`config.mk`:
```
export PLATFORM = sky130hd
export DESIGN_NAME = simd_fp_minmax
export DESIGN_NICKNAME = d
export VERILOG_FILES = /design/src/rtl/fpmm_pkg.sv /design/src/rtl/fpmm_decode.sv /design/src/rtl/fpmm_lane.sv /design/src/rtl/fpmm_lane_array.sv /design/src/rtl/simd_fp_minmax.sv
export SDC_FILE = /design/constraint.sdc
export NUM_CORES = 1
export LEC_CHECK = 0
export BUFFER_PORTS_ARGS = -buffer_cell sky130_fd_sc_hd__buf_2
export CORE_MARGIN = 8
export CORE_UTILIZATION = 60
export DETAILED_ROUTE_END_ITERATION = 10
export PLACE_DENSITY = 0.8
export SYNTH_ARGS = -nofsm -noshare
export SYNTH_HDL_FRONTEND = slang
export SYNTH_SLANG_ARGS = --single-unit
```
`constraint.sdc`:
```
create_clock -name clk_i -period 1.5 [get_ports clk_i]
set_input_delay 0.075 -clock clk_i [delete_from_list [all_inputs] [get_ports clk_i]]
set_output_delay 0.075 -clock clk_i [all_outputs]
set_load 0.01 [all_outputs]
```
`src/rtl/fpmm_pkg.sv`:
```
package fpmm_pkg;
  typedef enum logic [2:0] {
    SEL_VH  = 3'd0,
    SEL_VS  = 3'd1,
    SEL_SH  = 3'd2,
    SEL_SS  = 3'd3,
    SEL_SD  = 3'd4,
    SEL_UND = 3'd5
  } sel_e;

  localparam int unsigned H_W = 16;
  localparam int unsigned H_E = 5;
  localparam int unsigned S_W = 32;
  localparam int unsigned S_E = 8;
  localparam int unsigned D_W = 64;
  localparam int unsigned D_E = 11;
endpackage

```
`src/rtl/fpmm_decode.sv`:
```
module fpmm_decode
  import fpmm_pkg::*;
(
  input  logic       vec_i,
  input  logic [1:0] size_i,
  output sel_e       sel_o
);
  always_comb begin
    sel_o = SEL_UND;
    if (vec_i) begin
      unique case (size_i)
        2'b00:   sel_o = SEL_VS;
        2'b01:   sel_o = SEL_VH;
        default: sel_o = SEL_UND;
      endcase
    end else begin
      unique case (size_i)
        2'b01:   sel_o = SEL_SH;
        2'b10:   sel_o = SEL_SS;
        2'b11:   sel_o = SEL_SD;
        default: sel_o = SEL_UND;
      endcase
    end
  end
endmodule

```
`src/rtl/fpmm_lane.sv`:
```
module fpmm_lane #(
  parameter int unsigned EXP_W = 8,
  parameter int unsigned MAN_W = 23,
  localparam int unsigned W = 1 + EXP_W + MAN_W
) (
  input  logic [W-1:0] a_i,
  input  logic [W-1:0] b_i,
  input  logic         op_min_i,
  input  logic         vec_i,
  output logic [W-1:0] res_o,
  output logic         inv_o
);
  localparam logic [W-1:0] DNAN = {1'b0, {EXP_W{1'b1}}, 1'b1, {(MAN_W-1){1'b0}}};
  localparam logic [W-1:0] QBIT = {{(EXP_W+1){1'b0}}, 1'b1, {(MAN_W-1){1'b0}}};

  logic [W-1:0] a_f, b_f;
  logic a_nan, b_nan, a_snan, b_snan, a_lt;

  function automatic logic [W-1:0] flush(input logic [W-1:0] x, input logic en);
    if (en && (x[W-2:MAN_W] == '0) && (x[MAN_W-1:0] != '0))
      return {x[W-1], {(W-1){1'b0}}};
    return x;
  endfunction

  always_comb begin
    a_f    = flush(a_i, vec_i);
    b_f    = flush(b_i, vec_i);
    a_nan  = (a_f[W-2:MAN_W] == '1) && (a_f[MAN_W-1:0] != '0);
    b_nan  = (b_f[W-2:MAN_W] == '1) && (b_f[MAN_W-1:0] != '0);
    a_snan = a_nan && !a_f[MAN_W-1];
    b_snan = b_nan && !b_f[MAN_W-1];
    // sign-magnitude order; -0 sorts below +0
    unique case ({a_f[W-1], b_f[W-1]})
      2'b10:   a_lt = 1'b1;
      2'b01:   a_lt = 1'b0;
      2'b00:   a_lt = a_f[W-2:0] < b_f[W-2:0];
      default: a_lt = a_f[W-2:0] > b_f[W-2:0];
    endcase
    inv_o = a_snan | b_snan;
    if (a_nan && b_nan)   res_o = DNAN;
    else if (a_snan)      res_o = vec_i ? DNAN : (a_f | QBIT);
    else if (b_snan)      res_o = vec_i ? DNAN : (b_f | QBIT);
    else if (a_nan)       res_o = b_f;
    else if (b_nan)       res_o = a_f;
    else if (op_min_i)    res_o = a_lt ? a_f : b_f;
    else                  res_o = a_lt ? b_f : a_f;
  end
endmodule

```
`src/rtl/fpmm_lane_array.sv`:
```
module fpmm_lane_array #(
  parameter int unsigned DATA_W = 64,
  parameter int unsigned LANE_W = 32,
  parameter int unsigned EXP_W  = 8,
  localparam int unsigned NUM   = DATA_W / LANE_W,
  localparam int unsigned MAN_W = LANE_W - 1 - EXP_W
) (
  input  logic [DATA_W-1:0] a_i,
  input  logic [DATA_W-1:0] b_i,
  input  logic              op_min_i,
  input  logic              vec_i,
  output logic [DATA_W-1:0] res_o,
  output logic [NUM-1:0]    inv_o
);
  for (genvar g = 0; g < NUM; g++) begin : g_lane
    fpmm_lane #(.EXP_W(EXP_W), .MAN_W(MAN_W)) u_lane (
      .a_i      (a_i[g*LANE_W +: LANE_W]),
      .b_i      (b_i[g*LANE_W +: LANE_W]),
      .op_min_i (op_min_i),
      .vec_i    (vec_i),
      .res_o    (res_o[g*LANE_W +: LANE_W]),
      .inv_o    (inv_o[g])
    );
  end
endmodule

```
`src/rtl/simd_fp_minmax.sv`:
```
module simd_fp_minmax
  import fpmm_pkg::*;
#(
  parameter int unsigned DATA_W = 64
) (
  input  logic              clk_i,
  input  logic              rst_ni,
  input  logic              valid_i,
  input  logic              vec_i,
  input  logic [1:0]        size_i,
  input  logic              op_min_i,
  input  logic [DATA_W-1:0] a_i,
  input  logic [DATA_W-1:0] b_i,
  output logic              valid_o,
  output logic [DATA_W-1:0] res_o,
  output logic              invalid_o,
  output logic              undef_o
);
  localparam int unsigned H_N = DATA_W / H_W;
  localparam int unsigned S_N = DATA_W / S_W;
  localparam int unsigned D_N = DATA_W / D_W;

  sel_e              sel;
  logic [DATA_W-1:0] h_res, s_res, d_res, res_d;
  logic [H_N-1:0]    h_inv;
  logic [S_N-1:0]    s_inv;
  logic [D_N-1:0]    d_inv;
  logic              inv_d, und_d;

  fpmm_decode u_dec (.vec_i(vec_i), .size_i(size_i), .sel_o(sel));

  fpmm_lane_array #(.DATA_W(DATA_W), .LANE_W(H_W), .EXP_W(H_E)) u_half (
    .a_i(a_i), .b_i(b_i), .op_min_i(op_min_i), .vec_i(vec_i),
    .res_o(h_res), .inv_o(h_inv));
  fpmm_lane_array #(.DATA_W(DATA_W), .LANE_W(S_W), .EXP_W(S_E)) u_single (
    .a_i(a_i), .b_i(b_i), .op_min_i(op_min_i), .vec_i(vec_i),
    .res_o(s_res), .inv_o(s_inv));
  fpmm_lane_array #(.DATA_W(DATA_W), .LANE_W(D_W), .EXP_W(D_E)) u_double (
    .a_i(a_i), .b_i(b_i), .op_min_i(op_min_i), .vec_i(vec_i),
    .res_o(d_res), .inv_o(d_inv));

  always_comb begin
    res_d = '0;
    inv_d = 1'b0;
    und_d = 1'b0;
    unique case (sel)
      SEL_VH: begin res_d = h_res; inv_d = |h_inv; end
      SEL_VS: begin res_d = s_res; inv_d = |s_inv; end
      SEL_SH: begin res_d = {{(DATA_W-H_W){1'b0}}, h_res[H_W-1:0]}; inv_d = h_inv[0]; end
      SEL_SS: begin res_d = {{(DATA_W-S_W){1'b0}}, s_res[S_W-1:0]}; inv_d = s_inv[0]; end
      SEL_SD: begin res_d = d_res; inv_d = d_inv[0]; end
      default: und_d = 1'b1;
    endcase
  end

  always_ff @(posedge clk_i or negedge rst_ni) begin
    if (!rst_ni) begin
      valid_o   <= 1'b0;
      res_o     <= '0;
      invalid_o <= 1'b0;
      undef_o   <= 1'b0;
    end else begin
      valid_o <= valid_i;
      if (valid_i) begin
        res_o     <= res_d;
        invalid_o <= inv_d;
        undef_o   <= und_d;
      end
    end
  end

  a_r10_valid_follow: assert property (@(posedge clk_i) disable iff (!rst_ni)
    valid_i |=> valid_o);
  a_r10_hold: assert property (@(posedge clk_i) disable iff (!rst_ni)
    !valid_i |=> (!valid_o && $stable(res_o) && $stable(invalid_o)));
  a_r9_undef_scalar: assert property (@(posedge clk_i) disable iff (!rst_ni)
    (valid_i && !vec_i && size_i == 2'b00) |=> (undef_o && res_o == '0 && !invalid_o));
  a_r9_undef_vector: assert property (@(posedge clk_i) disable iff (!rst_ni)
    (valid_i && vec_i && size_i[1]) |=> (undef_o && res_o == '0 && !invalid_o));
  a_r8_half_upper_zero: assert property (@(posedge clk_i) disable iff (!rst_ni)
    (valid_i && !vec_i && size_i == 2'b01) |=> (res_o[DATA_W-1:H_W] == '0 && !undef_o));
  a_r8_single_upper_zero: assert property (@(posedge clk_i) disable iff (!rst_ni)
    (valid_i && !vec_i && size_i == 2'b10) |=> (res_o[DATA_W-1:S_W] == '0 && !undef_o));
  a_r4_pick_operand: assert property (@(posedge clk_i) disable iff (!rst_ni)
    (valid_i && !vec_i && size_i == 2'b11 &&
     a_i[DATA_W-2 -: D_E] != '1 && b_i[DATA_W-2 -: D_E] != '1)
    |=> (!invalid_o && (res_o == $past(a_i) || res_o == $past(b_i))));
endmodule

```
==> results of run 1 <==
[routing by layer]
layer | track usage | GRT overflow
met2 | 0.9508 | 149
met1 | 0.8289 | 34
met4 | 0.8494 | 114
met3 | 0.8007 | 23
met5 | 0.5714 | 3
[Yosys cell counts (50+ instances only)]
cell type	instances
nand3_1	95
nand4_1	60
nor2_1	125
ha_1	188
a22oi_1	50
a21oi_1	165
nand2_1	377
dfrtp_1	67
o21ai_0	120
inv_1	89
and2_1	110
clkbuf_1	143
[kinds of logic after synthesis]
| kind of cell | synth area share |
|---|---|
| and+or+nand+nor | 0.3218 |
| AOI/OAI and AO/OA | 0.3032 |
| buffers and inverters | 0.07399 |
| adders and majority gates | 0.1586 |
| DFF | 0.1131 |
| muxes | 0.02531 |
| xor gates and xnor gates | 0.004050 |
[stage by stage]
step	TNS, ps	cells
after floorplan	-196900	2214
after global placement	-220000	3179
after detailed placement	-242870	3179
after CTS	-202250	3236
[repair_timing]
action / in CTS
gates cloned: 4
hold buffers: 1
gates resized for setup: 186
pin swaps: 73
buffers inserted: 38
endpoints found under the setup margin: 65
endpoints found under the hold margin: 30
==> impl_results.md, run 1 <==
- Status: stopped before the end
- Exit stage: global routing
- Run Error: [ERROR GRT-0116] Global routing finished with congestion. Check the congestion regions in the DRC Viewer.
- Total gr overflow: ~320
- Avg Cell Area, Syn: 6.698 um^2
- Cells after Synth: 2214
- Yosys top cell area share: 0.1586
- Cell Area, Placed: between 20000 and 25000 um^2
- Initial core utilization: 0.6098
- Dpl ws: -3982 ps
- Port Buffers: ~200
- First-pass GRT wire length: 201400 um
- Vias in the first global route: between 30000 and 40000
- Yosys reg bits: 67
- Pin count of the biggest net entering global routing: 33
- Clk root buf: clkbuf_16
- Number of synthesized flops with an enable pin: 0
- H-tree Lvls: 3
- I/O pin total: 202
- Dominant cell type by area after synthesis: ha_1
- Ys async rst share: 1.000
- Ranking of synthesized cells by area: ha_1, dfrtp_1, nand2_1
- Cell Area, Synth: between 10000 and 15000 um^2
- # clock sinks: 67
- CTS Buffer Depth: 2
- GP Congestion: roughly 1.1
- Die Y: ~170 um
- Cell row count: 57
- Net Count, Synth: around 2500
- Hpwl dp: between 60000 and 70000 um
- Netlist cell types: 86
- Prevailing post-synth register cell: dfrtp_1
- Die W: approximately 170 um
- Sequential area share after synthesis: 0.1131
- Total GRT Usage: 0.8527
- CTS Buf Count: 9
- Ys Warns: 0
==> run 2: changes to the inputs <==
--- a/config.mk
+++ b/config.mk
@@ -7,9 +7,9 @@
 export LEC_CHECK = 0
 export BUFFER_PORTS_ARGS = -buffer_cell sky130_fd_sc_hd__buf_2
 export CORE_MARGIN = 8
-export CORE_UTILIZATION = 60
+export CORE_UTILIZATION = 40
 export DETAILED_ROUTE_END_ITERATION = 10
-export PLACE_DENSITY = 0.8
+export PLACE_DENSITY_LB_ADDON = 0.15
 export SYNTH_ARGS = -nofsm -noshare
 export SYNTH_HDL_FRONTEND = slang
 export SYNTH_SLANG_ARGS = --single-unit
==> impl_results.md, run 2 <==
- Status: complete, but fails checks
- Failing checks: setup timing
- Post-route insts no fill: approximately 3400
- Final count of hold timing violations: 0
- Max incr delay on CP: roughly 510 ps
- Final setup fails: between 60 and 70
- Netlist cell types: 86 (unchanged)
- Ranking of synthesized cells by area: ha_1, dfrtp_1, nand2_1
- Drt initial violations: ~2400
- Fmax: 0.2125 GHz
- Min-delay src: b_i[53]
- Vias/cell: between 6 and 7
- Clk root buf: clkbuf_16
- CP Cell Sequence: buf_6, or4_4, or3_4, nor2b_4, buf_6, nand3_4, clkbuf_16, and2_4, ha_4, nand4_1, nor4_4, buf_4, nand4_1, a31oi_4, nor4_4, a211oi_2, buf_4, xnor2_4, a21oi_4, buf_6, mux2i_2, a221oi_2, buf_4, o2bb2ai_4
- Switching Fraction: 0.4275
- Critical Path Source Type: input port
- Crit path kind: in2reg
- Full die area: 43490 um^2
- Cell Area, Placed: 21210 um^2 (+2.7%)
- I/O pin total: 202 (unchanged)
- Residual DRC: 0
- Post-layout minimum cycle time: about 4700 ps
- Core box area: ~37000 um^2
- Max-cap violation count: 0
- Cell row count: 70 (+23%)
- Max reg flops: 64
- Total power: ~0.012 W
- Yosys reg bits: 67 (unchanged)
- WP data required: approximately 1800 ps
- Commonest non-fill, non-tap cell in the layout: buf_4
- Routed wire length per instance: 23.91 um
- Dominant cell type by area after synthesis: ha_1
- Net Count, Synth: 2537 (unchanged)
- Most common cell in the synthesized netlist: nand2_1
- Initial core utilization: 0.4061 (-0.2038)
- Yosys top cell area share: 0.1586 (unchanged)
- Hold Crit Class: in2reg
- Pin count of the biggest net entering global routing: between 60 and 70
- Ys async rst share: 1.000 (unchanged)
- CTS Buf Count: 9 (unchanged)
- Final wirelength: 81450 um
- CP max-delay cell: or4_4
- Peak VDD IR: roughly 0.43 mV
- Final core utilization: 0.6240
- Slew Viols, Final: 0
- Worst-Skew Late Latency: between 300 and 400 ps
- Slew headroom: 0.4442
- Total GRT Usage: 0.3551
- Clk pwr share: 0.211
- Leakage: between 10 and 15 nW
- Post-synth top cells: nand2_1, ha_1, a21oi_1, clkbuf_1, nor2_1
- Synthesis-to-finish area growth: 53.68%
- Avg Cell Area, Syn: 6.698 um^2 (unchanged)
- Cells after DPL: 3357 (+5.6%)
- Total gr overflow: 0
- Die W: 208.6 um (+20%)
- P_int: about 0.007 W
- Clock slew at reported path FFs: 70 ps
- Crit path arrival time: between 4000 and 5000 ps
- Power share of the combinational group: 0.603
- Routed Antenna Nets: 0
- Cells after Synth: 2214 (unchanged)
- GP Congestion: 1.018 (-9.7%)
- Vias in the first global route: 20790
- Worst path buffer plus inverter count: 7
- Launch point of the worst path: a_i[61]
- Layout net count: about 3300
- Reg-to-reg startpoint: res_o[18]
- Die Y: 208.6 um (+20%)
- CTS tree: built
- Sequential power share: 0.186
- First-pass GRT wire length: 122200 um
- Hpwl dp: 65120 um (+7.6%)
- Hold Slack: 116.6 ps
- PwrDens: between 500 and 600 nW/um^2
- Clk_skew: 0 ps
- Port Buffers: 201 (unchanged)
- Sequential area share after synthesis: 0.1131 (unchanged)
- Worst setup margin: -3206 ps
- Switch Pwr: about 0.0051 W
- Initial antenna violation count: 2
- Via count: between 20000 and 25000
- Prevailing post-synth register cell: dfrtp_1
- Final instance area: ~23000 um^2
- Endpoint class of the critical path: register
- Largest Register: res_o
- RSZ-0062 raised after global routing: yes
- H-tree Lvls: 3 (unchanged)
- CTS Buffer Depth: 2 (unchanged)
- # clock sinks: 67 (unchanged)
- Number of synthesized flops with an enable pin: 0 (unchanged)
- Drt pass-1 iters: 9
- Cell Area, Synth: 14830 um^2 (unchanged)
- Top delay family on crit path: simple AND/OR/NAND/NOR gates
- Ys Warns: 0 (unchanged)
- Fin crit share: 3.138
- Worst Tran Pin Value: ~830 ps
- Critical path fanouts, max: 7
- Share of cells above drive strength 1: 0.3759
- Commonest non-fill, non-tap cells in the layout: buf_4, nand2_1, buf_2
==> run 2: cells by family (layout without fill, tap and decap cells) <==
logic type / count (synthesis) / in the layout / synth area share
muxes: 37 / 37 / 0.02531
buffers and inverters: 279 / 1000 / 0.07399
and+or+nand+nor: 975 / 976 / 0.3218
xor gates and xnor gates: 6 / 6 / 0.004050
AOI/OAI and AO/OA: 662 / 663 / 0.3032
DFF: 67 / 67 / 0.1131
other: 0 / 1 / 0
adders and majority gates: 188 / 188 / 0.1586
==> run 2: layout make-up <==
cell class	count	area (um^2)
timing repair buffer	891	6693
tap	468	585.6
clock inverter	6	88.84
antenna	1	2.502
inverter	93	349.1
sequential	67	1677
clock buffer	10	239.0
fill	3425	13730
multi-input combinational	1870	13160
==> run 2: final timing paths <==
check | end | slack (ps) | cells past startpoint
max | res_o[55] | -3210 | 24
min | res_o[53] | 120 | 4
max reg2reg | res_o[18] | -20 | 5
min reg2reg | res_o[56] | 500 | 1
max in group asynchronous | res_o[7] | 800 | 3
min in group asynchronous | res_o[23] | 230 | 3
==> run 2: worst min-delay path: stages <==
cell,delay (ps)
buf_2,90
buf_4,150
nand2_1,50
nand4_1,80
==> run 2: metrics by stage <==
stage | setup slack, ps | TNS, ps
final | -3206 | -196060
after global routing | -3372 | -206250
after CTS | -3142 | -190740
after detailed placement | -3830 | -232120
after global placement | -3717 | -227770
after floorplan | -3248 | -196900
==> run 2: layer usage <==
metal  global-route usage  up-vias  wire length [um]  share of wire
li1                     -     9621                 -              -
met1               0.4393     9903             32610           0.40
met2               0.5728     1156             36600           0.45
met3              0.07530      270              7447          0.091
met4               0.1891        4              4749          0.058
met5                    0        -                35        0.00043
==> run 2: timing repair <==
action                                 CTS  global route
hold buffers                             1             0
endpoints found under the hold margin   67             0
buffers inserted                        11            17
pin swaps                               19            50
setup endpoints to repair               65            65
gates cloned                             3             4
resized for setup                       53           137
==> run 2: power groups by stage <==
stage               clock network (W)  registers [W]  logic, W
CTS                           0.00255        0.00221   0.00670
global route                  0.00261        0.00224   0.00776
finish                        0.00254        0.00223   0.00723
floorplan                           0        0.00226   0.00323
detailed placement                  0        0.00224   0.00646
global placement                    0        0.00224   0.00635
Power figures use the tool's default switching activity.
